`config.mk`:
```
export PLATFORM = sky130hd
export DESIGN_NAME = gcb_bank
export DESIGN_NICKNAME = d
export VERILOG_FILES = /design/src/rtl/gcb_pkg.sv /design/src/rtl/gcb_sync.sv /design/src/rtl/gcb_cfg_store.sv /design/src/rtl/gcb_lowest_pick.sv /design/src/rtl/gcb_bank.sv
export SDC_FILE = /design/constraint.sdc
export NUM_CORES = 1
export LEC_CHECK = 0
export BUFFER_PORTS_ARGS = -buffer_cell sky130_fd_sc_hd__buf_2
export CORE_MARGIN = 4
export CORE_UTILIZATION = 30
export DETAILED_ROUTE_END_ITERATION = 6
export SLEW_MARGIN = 30
export SYNTH_ARGS = -nofsm -noshare
export SYNTH_HDL_FRONTEND = slang
export SYNTH_SLANG_ARGS = --single-unit
```
`constraint.sdc`:
```
create_clock -name clk -period 3.4 [get_ports clk]
set_input_delay 0.51 -clock clk [delete_from_list [all_inputs] [get_ports clk]]
set_output_delay 0.51 -clock clk [all_outputs]
set_load 0.01 [all_outputs]
```
`src/rtl/gcb_pkg.sv`:
```
package gcb_pkg;

  localparam int REG_W = 32;
  localparam int CFG_BITS = 13;

  // register offsets inside one bank slot
  localparam logic [5:0] OFS_MASK = 6'h00;
  localparam logic [5:0] OFS_CFG  = 6'h04;
  localparam logic [5:0] OFS_PINS = 6'h08;
  localparam logic [5:0] OFS_SET  = 6'h10;
  localparam logic [5:0] OFS_CLR  = 6'h14;
  localparam logic [5:0] OFS_OUTS = 6'h18;

  // bits of the configuration word that hold state
  localparam logic [REG_W-1:0] CFG_IMPL = 32'h0003_FF07;

  typedef struct packed {
    logic [1:0] drive;
    logic       schmitt;
    logic       odrain;
    logic       filt_slow;
    logic       filt_en;
    logic       slew;
    logic       pull_dn;
    logic       pull_up;
    logic       dir;
    logic [2:0] func;
  } line_cfg_t;

  function automatic line_cfg_t word_to_cfg(input logic [REG_W-1:0] w);
    line_cfg_t c;
    c.func      = w[2:0];
    c.dir       = w[8];
    c.pull_up   = w[9];
    c.pull_dn   = w[10];
    c.slew      = w[11];
    c.filt_en   = w[12];
    c.filt_slow = w[13];
    c.odrain    = w[14];
    c.schmitt   = w[15];
    c.drive     = w[17:16];
    return c;
  endfunction

  function automatic logic [REG_W-1:0] cfg_to_word(input line_cfg_t c);
    logic [REG_W-1:0] w;
    w        = '0;
    w[2:0]   = c.func;
    w[8]     = c.dir;
    w[9]     = c.pull_up;
    w[10]    = c.pull_dn;
    w[11]    = c.slew;
    w[12]    = c.filt_en;
    w[13]    = c.filt_slow;
    w[14]    = c.odrain;
    w[15]    = c.schmitt;
    w[17:16] = c.drive;
    return w;
  endfunction

endpackage

```
`src/rtl/gcb_sync.sv`:
```
module gcb_sync #(
  parameter int WIDTH  = 32,
  parameter int STAGES = 2
) (
  input  logic             clk,
  input  logic             rst,
  input  logic [WIDTH-1:0] d,
  output logic [WIDTH-1:0] q
);
  logic [WIDTH-1:0] stage_q [STAGES];

  always_ff @(posedge clk) begin
    if (rst) begin
      for (int s = 0; s < STAGES; s++) stage_q[s] <= '0;
    end else begin
      stage_q[0] <= d;
      for (int s = 1; s < STAGES; s++) stage_q[s] <= stage_q[s-1];
    end
  end

  assign q = stage_q[STAGES-1];
endmodule

```
`src/rtl/gcb_cfg_store.sv`:
```
module gcb_cfg_store
  import gcb_pkg::*;
#(
  parameter int LINES = 32
) (
  input  logic                  clk,
  input  logic                  rst,
  input  logic                  we,
  input  logic [LINES-1:0]      sel,
  input  line_cfg_t             wcfg,
  output line_cfg_t [LINES-1:0] cfg_q
);
  // one register per line; a write may hit any subset of lines at once
  for (genvar n = 0; n < LINES; n++) begin : g_line
    always_ff @(posedge clk) begin
      if (rst)                cfg_q[n] <= '0;
      else if (we && sel[n])  cfg_q[n] <= wcfg;
    end
  end
endmodule

```
`src/rtl/gcb_lowest_pick.sv`:
```
module gcb_lowest_pick
  import gcb_pkg::*;
#(
  parameter int LINES = 32
) (
  input  logic      [LINES-1:0] sel,
  input  line_cfg_t [LINES-1:0] cfg,
  output line_cfg_t             picked
);
  logic [LINES-1:0] first_hot;
  line_cfg_t [LINES-1:0] gated;

  // isolate the lowest set bit
  assign first_hot = sel & (~sel + 1'b1);

  for (genvar n = 0; n < LINES; n++) begin : g_gate
    assign gated[n] = first_hot[n] ? cfg[n] : '0;
  end

  always_comb begin
    picked = '0;
    for (int n = 0; n < LINES; n++) picked = picked | gated[n];
  end
endmodule

```
`src/rtl/gcb_bank.sv`:
```
module gcb_bank
  import gcb_pkg::*;
#(
  parameter int LINES       = 32,
  parameter int BANK_STRIDE = 64,
  parameter int SYNC_STAGES = 2,
  localparam int ADDR_W     = $clog2(BANK_STRIDE)
) (
  input  logic               clk,
  input  logic               rst,
  input  logic [ADDR_W-1:0]  bus_addr,
  input  logic               bus_wr,
  input  logic [REG_W-1:0]   bus_wdata,
  output logic [REG_W-1:0]   bus_rdata,
  input  logic [LINES-1:0]   pad_in,
  output logic [LINES-1:0]   pad_out,
  output logic [LINES-1:0]   pad_dir,
  output logic [3*LINES-1:0] pad_func,
  output logic [LINES-1:0]   pad_pull_up,
  output logic [LINES-1:0]   pad_pull_dn,
  output logic [LINES-1:0]   pad_odrain,
  output logic [2*LINES-1:0] pad_drive
);
  localparam logic [ADDR_W-1:0] A_MASK = ADDR_W'(OFS_MASK);
  localparam logic [ADDR_W-1:0] A_CFG  = ADDR_W'(OFS_CFG);
  localparam logic [ADDR_W-1:0] A_PINS = ADDR_W'(OFS_PINS);
  localparam logic [ADDR_W-1:0] A_SET  = ADDR_W'(OFS_SET);
  localparam logic [ADDR_W-1:0] A_CLR  = ADDR_W'(OFS_CLR);
  localparam logic [ADDR_W-1:0] A_OUTS = ADDR_W'(OFS_OUTS);

  function automatic logic [REG_W-1:0] widen(input logic [LINES-1:0] v);
    logic [REG_W-1:0] w;
    w = '0;
    w[LINES-1:0] = v;
    return w;
  endfunction

  logic [LINES-1:0]      mask_q;
  logic [LINES-1:0]      latch_q;
  logic [LINES-1:0]      pins_sync;
  line_cfg_t [LINES-1:0] cfg_q;
  line_cfg_t             cfg_rd;
  logic [REG_W-1:0]      rd_next;
  logic                  cfg_we;

  assign cfg_we = bus_wr && (bus_addr == A_CFG);

  gcb_cfg_store #(.LINES(LINES)) u_store (
    .clk   (clk),
    .rst   (rst),
    .we    (cfg_we),
    .sel   (mask_q),
    .wcfg  (word_to_cfg(bus_wdata)),
    .cfg_q (cfg_q)
  );

  gcb_lowest_pick #(.LINES(LINES)) u_pick (
    .sel    (mask_q),
    .cfg    (cfg_q),
    .picked (cfg_rd)
  );

  gcb_sync #(.WIDTH(LINES), .STAGES(SYNC_STAGES)) u_sync (
    .clk (clk),
    .rst (rst),
    .d   (pad_in),
    .q   (pins_sync)
  );

  // mask and output latch
  always_ff @(posedge clk) begin
    if (rst) begin
      mask_q  <= '0;
      latch_q <= '0;
    end else if (bus_wr) begin
      case (bus_addr)
        A_MASK:  mask_q  <= bus_wdata[LINES-1:0];
        A_SET:   latch_q <= latch_q | bus_wdata[LINES-1:0];
        A_CLR:   latch_q <= latch_q & ~bus_wdata[LINES-1:0];
        default: ;
      endcase
    end
  end

  // read mux, registered
  always_comb begin
    case (bus_addr)
      A_MASK:  rd_next = widen(mask_q);
      A_CFG:   rd_next = cfg_to_word(cfg_rd);
      A_PINS:  rd_next = widen(pins_sync);
      A_OUTS:  rd_next = widen(latch_q);
      default: rd_next = '0;
    endcase
  end

  always_ff @(posedge clk) begin
    if (rst) bus_rdata <= '0;
    else     bus_rdata <= rd_next;
  end

  // pad-side fan-out straight from the stored flops
  assign pad_out = latch_q;
  for (genvar n = 0; n < LINES; n++) begin : g_pad
    assign pad_dir[n]           = cfg_q[n].dir;
    assign pad_func[3*n +: 3]   = cfg_q[n].func;
    assign pad_pull_up[n]       = cfg_q[n].pull_up;
    assign pad_pull_dn[n]       = cfg_q[n].pull_dn;
    assign pad_odrain[n]        = cfg_q[n].odrain;
    assign pad_drive[2*n +: 2]  = cfg_q[n].drive;
  end
endmodule

```
==> results of run 1 <==
stage by stage:
stage                     util, %  std cells  hold slack (ps)  setup WS (ps)  instance area [sq um]
after floorplan                 -       3337              414           1080                  26400
after global placement       31.5       4400              417            325                  27400
after detailed placement     31.5       4400              424            175                  27400
after CTS                    34.0       4516             89.4            156                  29600
after global routing         34.1       4519             98.1           11.1                  29700
final                        34.1       4521              116            109                  29700
layout make-up:
class,count,area share [%]
clock buffer,98,6.83
tap,1155,4.87
inverter,8,0.101
sequential,576,38.8
antenna,3,0.0253
clock inverter,18,0.594
multi-input combinational,2127,38.3
timing repair buffer,536,10.4
worst max-delay path by stage:
stage / start / cells past startpoint / slack, ps / endpoint
3_5_place_dp: mask_q[4] / 7 / 170 / bus_rdata[14]
3_3_place_gp: mask_q[4] / 7 / 320 / bus_rdata[14]
4_1_cts: mask_q[4] / 7 / 160 / bus_rdata[14]
6_report: mask_q[4] / 7 / 110 / bus_rdata[14]
2_1_floorplan: bus_addr[3] / 8 / 1080 / bus_rdata[10]
5_1_grt: mask_q[4] / 7 / 10 / bus_rdata[14]
layout by cell type (no fill, tap or decap), drive strengths merged, types with 14 or more instances in the layout:
master | netlist | routed
a311oi | 33 | 33
nand2 | 577 | 577
buf | 370 | 536
nor4 | 14 | 14
dfxtp | 576 | 576
nor2b | 75 | 75
a221oi | 20 | 20
nand3 | 429 | 429
a21oi | 523 | 523
nand4 | 14 | 14
mux2i | 31 | 31
o2bb2ai | 17 | 17
clkbuf | 256 | 98
a222oi | 21 | 21
nor2 | 70 | 70
a22o | 22 | 22
a22oi | 72 | 72
nor3 | 24 | 24
o21ai | 22 | 22
layer usage:
metal	GRT usage, %	wire [microns]	up-vias
met4	8.25	4470	18
met5	0	114	-
met1	32.4	47400	12246
met2	38.3	54500	1503
li1	-	-	11350
met3	7.49	13900	234
report_power, final:
part / leakage (nW) / switching (W) / total, W / internal, W
combinational: 5.18 / 0.000438 / 0.000568 / 0.000129
sequential: 4.65 / 0.0000204 / 0.00681 / 0.00679
clock: 1.10 / 0.00300 / 0.00735 / 0.00436
sequential cells by signal, indices dropped and copies added (netlist names), named ones only:
signal / cells
u_sync.stage_q: 64
u_store.cfg_q: 416
bus_rdata: 32
mask_q: 32
kinds of logic after synthesis:
group / synth area share [%]
and+or+nand+nor: 22.7
AOI/OAI and AO/OA: 19.0
buffers and inverters: 13.5
DFF: 43.6
muxes: 1.22
==> impl_metrics.csv, run 1 <==
group,metric,value,unit
placement,hpwl,86800,microns
synthesis,synthTopCellsByArea,"dfxtp_1 (44%), a21oi_1 (9.9%), buf_4 (8.3%), nand2_1 (8.2%), nand3_1 (8.1%)",
sta,fin_tns_setup,0,ps
cts,cts_tree,"built",
synthesis,syn_nets,3410,
route,vias,25351,
pwr,ir_worst_vdd,0.291,mV
cts,clock_latency,620,ps
worst_setup_path,crit_path_start_kind,"flip-flop",
synthesis,yosysUniqueCellTypes,68,
synthesis,netlist_top_cells_count,"dfxtp_1 (576), nand2_1 (576), a21oi_1 (522), nand3_1 (428), buf_4 (291)",
worst_setup_path,path_buf_inv,1,
cts,cts_buffers,67,
cts,cts_buffer_depth,3,
cts,clkSinkCount,576,
cells_and_area,nFillCells,9267,
cts,cts-root-buf,"clkbuf_16",
worst_setup_path,cp_top_family,"compound AO/OA/AOI/OAI gates",
die,dieArea,0.0929,sq mm
worst_setup_path,path_max_fanout,17,
cts,ctsResizeCount,0,
die,start_util,30.3,%
sta,hold_viol_final,0,
sta,worst_clock_skew,23.6,ps
worst_setup_path,crit_arrival,3760,ps
cells_and_area,fin_nets,3389,
synthesis,synth-edff-count,0,
sta,setup_viol,0,
die,pin_count,425,
sta,fin_crit_sh,96.8,%
global_routing,grt_pass1_vias,23005,
worst_setup_path,end_kind,"flip-flop",
worst_setup_path,worstSetupPathType,"flip-flop to flip-flop",
route,wl,120000,microns
sta,slew_headroom,28.4,%
worst_setup_path,crit_chain,"nor4b_2, buf_4, a222oi_1, nand2b_1, o2111ai_1, a2111oi_0, a31oi_1",
min_path,min_path_type,"input pin to flip-flop",
worst_setup_path,timing.rr.end,"bus_rdata[14]",
synthesis,ys_seq_area_share,43.6,%
global_routing,antenna_found_initial,20,
pwr,power,0.0147,W
global_routing,grt_max_degree,220,
route,routed_via_density,5.61,
die,rows,108,
synthesis,synth_area_per_cell,7.92,sq um
sta,fin_crit,3290,ps
route,drt-pass1-iter-count,6,
sta,rsz0062_at_grt,"no",
global_routing,grt.overflow.total,0,
synthesis,ys_seq_elements,576,
synthesis,synth_warnings,0,
cts,postCtsSetupBuffers,0,
synthesis,synthCells,3337,
die,core_area,0.0872,sq mm
route,drc,0,
route,wire_per_inst,26.6,microns
cts,htree_levels,3,
min_path,min_path_cells,2,
cells_and_area,multiInputGateArea,0.0114,sq mm
synthesis,ys.flop_type,"dfxtp_1",
worst_setup_path,worst_r2r_path_depth,7,
worst_setup_path,timing.reg2reg.setup_slack,110,ps
synthesis,async_flop_share,0,%
route,antenna_left,0,
worst_setup_path,slowest_stage,"a222oi_1",
die,die_x,305,microns
cells_and_area,seq_area,0.0115,sq mm
sta,max_freq,0.304,GHz
global_routing,track_usage,24.6,%
synthesis,syn-cell-area,0.0264,sq mm
outcome,status,"complete, no violations",
worst_setup_path,cpPeakStageDelay,800,ps
min_path,worstHoldStart,"pad_in[27]",
job,maxCapViolations,0,
sta,tightestPinTransition,1070,ps
die,dieHeight,305,microns
pwr,p_per_area,496,mW/mm^2
route,drt_iter0_drc,3341,
worst_setup_path,cp.required,3870,ps
sta,drv_slew,0,
global_routing,grt_pass1_wl,171000,microns
worst_setup_path,r2r-start,"mask_q[4]",
min_path,whs_endpoint,"u_sync.stage_q[0][27]",
cells_and_area,area_growth,12.4,%
placement,gp_congestion,0.992,
synthesis,yosysTopAreaCell,"dfxtp_1",
cts,clkTransAtPathRegs,60,ps
pwr,power.leakage,10.9,nW
placement,portBuffers,424,
cells_and_area,drive_above_1_share,19.9,%
synthesis,synth_top_cell_area_share,43.6,%
cts,hold_buffers,0,
(Power assumes the default switching activity.)
==> run 2: changes to the inputs <==
--- a/config.mk
+++ b/config.mk
@@ -9,6 +9,7 @@
 export CORE_MARGIN = 4
 export CORE_UTILIZATION = 30
 export DETAILED_ROUTE_END_ITERATION = 6
+export PLACE_DENSITY = 0.51
 export SLEW_MARGIN = 30
 export SYNTH_ARGS = -nofsm -noshare
 export SYNTH_HDL_FRONTEND = slang
==> run 2 against run 1 <==
Routed wire length grew 1.5%. Cell count grew 0.46%. Die area is the same. Count of clock-buffer cells in the layout grew 4. Clock power grew 3.3%. Combinational power grew 2%. Worst setup slack gained 120 ps. Register-to-register slack gained 120 ps. Utilization grew 0.25 points.
==> impl_metrics.csv, run 2 (synthesis results as in run 1) <==
group,metric,value,unit
outcome,status,"complete, no violations",
sta,max_freq,0.316,GHz
cells_and_area,fin_nets,3402,
worst_setup_path,path_max_fanout,9,
sta,slew_headroom,31.6,%
cells_and_area,nFillCells,9257,
cts,hold_buffers,0,
placement,preCtsSetupSlack,323,ps
pwr,ir_worst_vdd,0.317,mV
route,antenna_left,0,
cells_and_area,final_cell_mix,"nand2_1 (576), dfxtp_1 (576), a21oi_1 (522), nand3_1 (428), buf_2 (422)",
cts,clkSinkCount,576,
pwr,power_frac_comb,3.9,%
worst_setup_path,worst_r2r_path_depth,7,
route,vias,24935,
cells_and_area,reg_top3,"u_store.cfg_q (416), u_sync.stage_q (64)",
cts,ctsResizeCount,0,
sta,setup_viol,0,
cells_and_area,multiInputGateArea,0.0114,sq mm
die,dieArea,0.0929,sq mm
route,drt_iter0_drc,3242,
route,drc,0,
worst_setup_path,crit_cells,7,
global_routing,grt.overflow.total,0,
route,wl,122000,microns
pwr,internal_power,0.0114,W
pwr,power.leakage,11.0,nW
worst_setup_path,r2r-start,"mask_q[25]",
min_path,worstHoldStart,"pad_in[25]",
pwr,seq_power_share,45.4,%
cts,htree_levels,3,
cts,clock_latency,630,ps
worst_setup_path,worstSetupPathType,"flip-flop to flip-flop",
cells_and_area,seq_area,0.0115,sq mm
sta,rsz0062_at_grt,"no",
cts,cts-root-buf,"clkbuf_16",
sta,setup_ws,234,ps
route,wire_per_inst,26.9,microns
sta,fin_tns_setup,0,ps
cts,postCtsSetupBuffers,0,
worst_setup_path,crit_path_start_kind,"flip-flop",
cts,cts_buffers,68,
worst_setup_path,crit_start,"mask_q[25]",
cells_and_area,largest_reg_flops,416,
sta,tightestPinTransition,1030,ps
cells_and_area,largest-register,"u_store.cfg_q",
sta,worst_clock_skew,27.9,ps
pwr,switchingPower,0.00359,W
pwr,p_per_area,501,mW/mm^2
worst_setup_path,path_buf_inv,1,
global_routing,antenna_found_initial,10,
global_routing,track_usage,25.1,%
worst_setup_path,cp.required,3880,ps
die,core_area,0.0872,sq mm
global_routing,grt_pass1_wl,175000,microns
placement,gp_congestion,0.945,
sta,fin_crit,3170,ps
placement,portBuffers,424,
sta,drv_slew,0,
cts,cts_buffer_depth,3,
route,routed_via_density,5.49,
global_routing,grt_max_degree,212,
die,die_x,305,microns
die,start_util,30.3,%
cts,clkTransAtPathRegs,60,ps
job,maxCapViolations,0,
route,drt-pass1-iter-count,7,
cells_and_area,drive_above_1_share,20.3,%
cells_and_area,area_growth,13.2,%
sta,fin_crit_sh,93.1,%
sta,hold_slack,94.1,ps
global_routing,grt_pass1_vias,23004,
die,pin_count,425,
worst_setup_path,cpPeakStageDelay,790,ps
cells_and_area,post-route-util,34.3,%
min_path,min_path_type,"input pin to flip-flop",
worst_setup_path,crit_arrival,3650,ps
worst_setup_path,crit_end,"bus_rdata[9]",
pwr,power,0.0150,W
pwr,pwr-share-clk,50.7,%
worst_setup_path,end_kind,"flip-flop",
placement,hpwl,87200,microns
worst_setup_path,timing.rr.end,"bus_rdata[9]",
die,rows,108,
die,dieHeight,305,microns
pwr,p_sw_share,24.0,%
cts,cts_tree,"built",
worst_setup_path,timing.reg2reg.setup_slack,230,ps
sta,hold_viol_final,0,
worst_setup_path,crit_chain,"nor4_1, and2_1, a221o_1, a221o_1, nor4_1, buf_4, a221oi_1",
worst_setup_path,slowest_stage,"nor4_1",
worst_setup_path,cp_top_family,"simple AND/OR/NAND/NOR gates",
-- run 2: cell count changes in the layout (fill, tap and decap cells not counted), sizes merged --
cell / change
clkinvlp: +3
clkinv: -6
buf: +12
diode: +4
inv: +3
bufinv: +1
clkbuf: +4
-- run 2: power groups by stage --
| stage | Sequential, W | Combinational, W | Clock [W] |
|---|---|---|---|
| final | 0.00681 | 0.000582 | 0.00759 |
| after global routing | 0.00681 | 0.000607 | 0.00795 |
| after CTS | 0.00681 | 0.000570 | 0.00770 |
| after detailed placement | 0.00696 | 0.000569 | 0 |
| after global placement | 0.00696 | 0.000568 | 0 |
| after floorplan | 0.00695 | 0.000299 | 0 |
-- run 2: how the worst min path moves through the flow --
stage | endpoint | slack, ps | cells past startpoint
floorplan | u_sync.stage_q[0][32] | 410 | 1
global placement | u_sync.stage_q[0][63] | 420 | 1
detailed placement | u_sync.stage_q[0][52] | 420 | 1
CTS | u_sync.stage_q[0][1] | 60 | 2
global route | u_sync.stage_q[0][1] | 80 | 2
finish | u_sync.stage_q[0][25] | 90 | 2
-- run 2: final cells by class --
class	count	share of cell area (%)
clock buffers	102	6.82
diodes	7	0.0585
flip-flops and latches	576	38.5
repair buffers	548	10.8
multi-input cells	2127	38.1
clock inverters	19	0.778
well taps	1155	4.83
inverters	8	0.100
-- run 2: through the flow --
stage / instances / area [sq um]
after floorplan: 3337 / 26400
after global placement: 4412 / 27600
after detailed placement: 4413 / 27600
after CTS: 4534 / 29900
after global routing: 4537 / 29900
final: 4542 / 29900
-- run 2: routing by layer --
metal	share of wire, %	global-route usage, %	vias to the layer above	wire length [microns]
li1	-	-	11376	-
met1	42	33.5	12237	51000
met2	47	40.8	1139	57100
met3	8.4	5.63	181	10300
met4	3.1	7.08	2	3800
met5	0.011	0	-	13
-- run 2: worst register-to-register path: cells and delay by family, from the launching register on --
kind            cells  cell delay [ps]
simple gates        3             1350
compound gates      3              890
buf+inv             1              240
flops               1              550
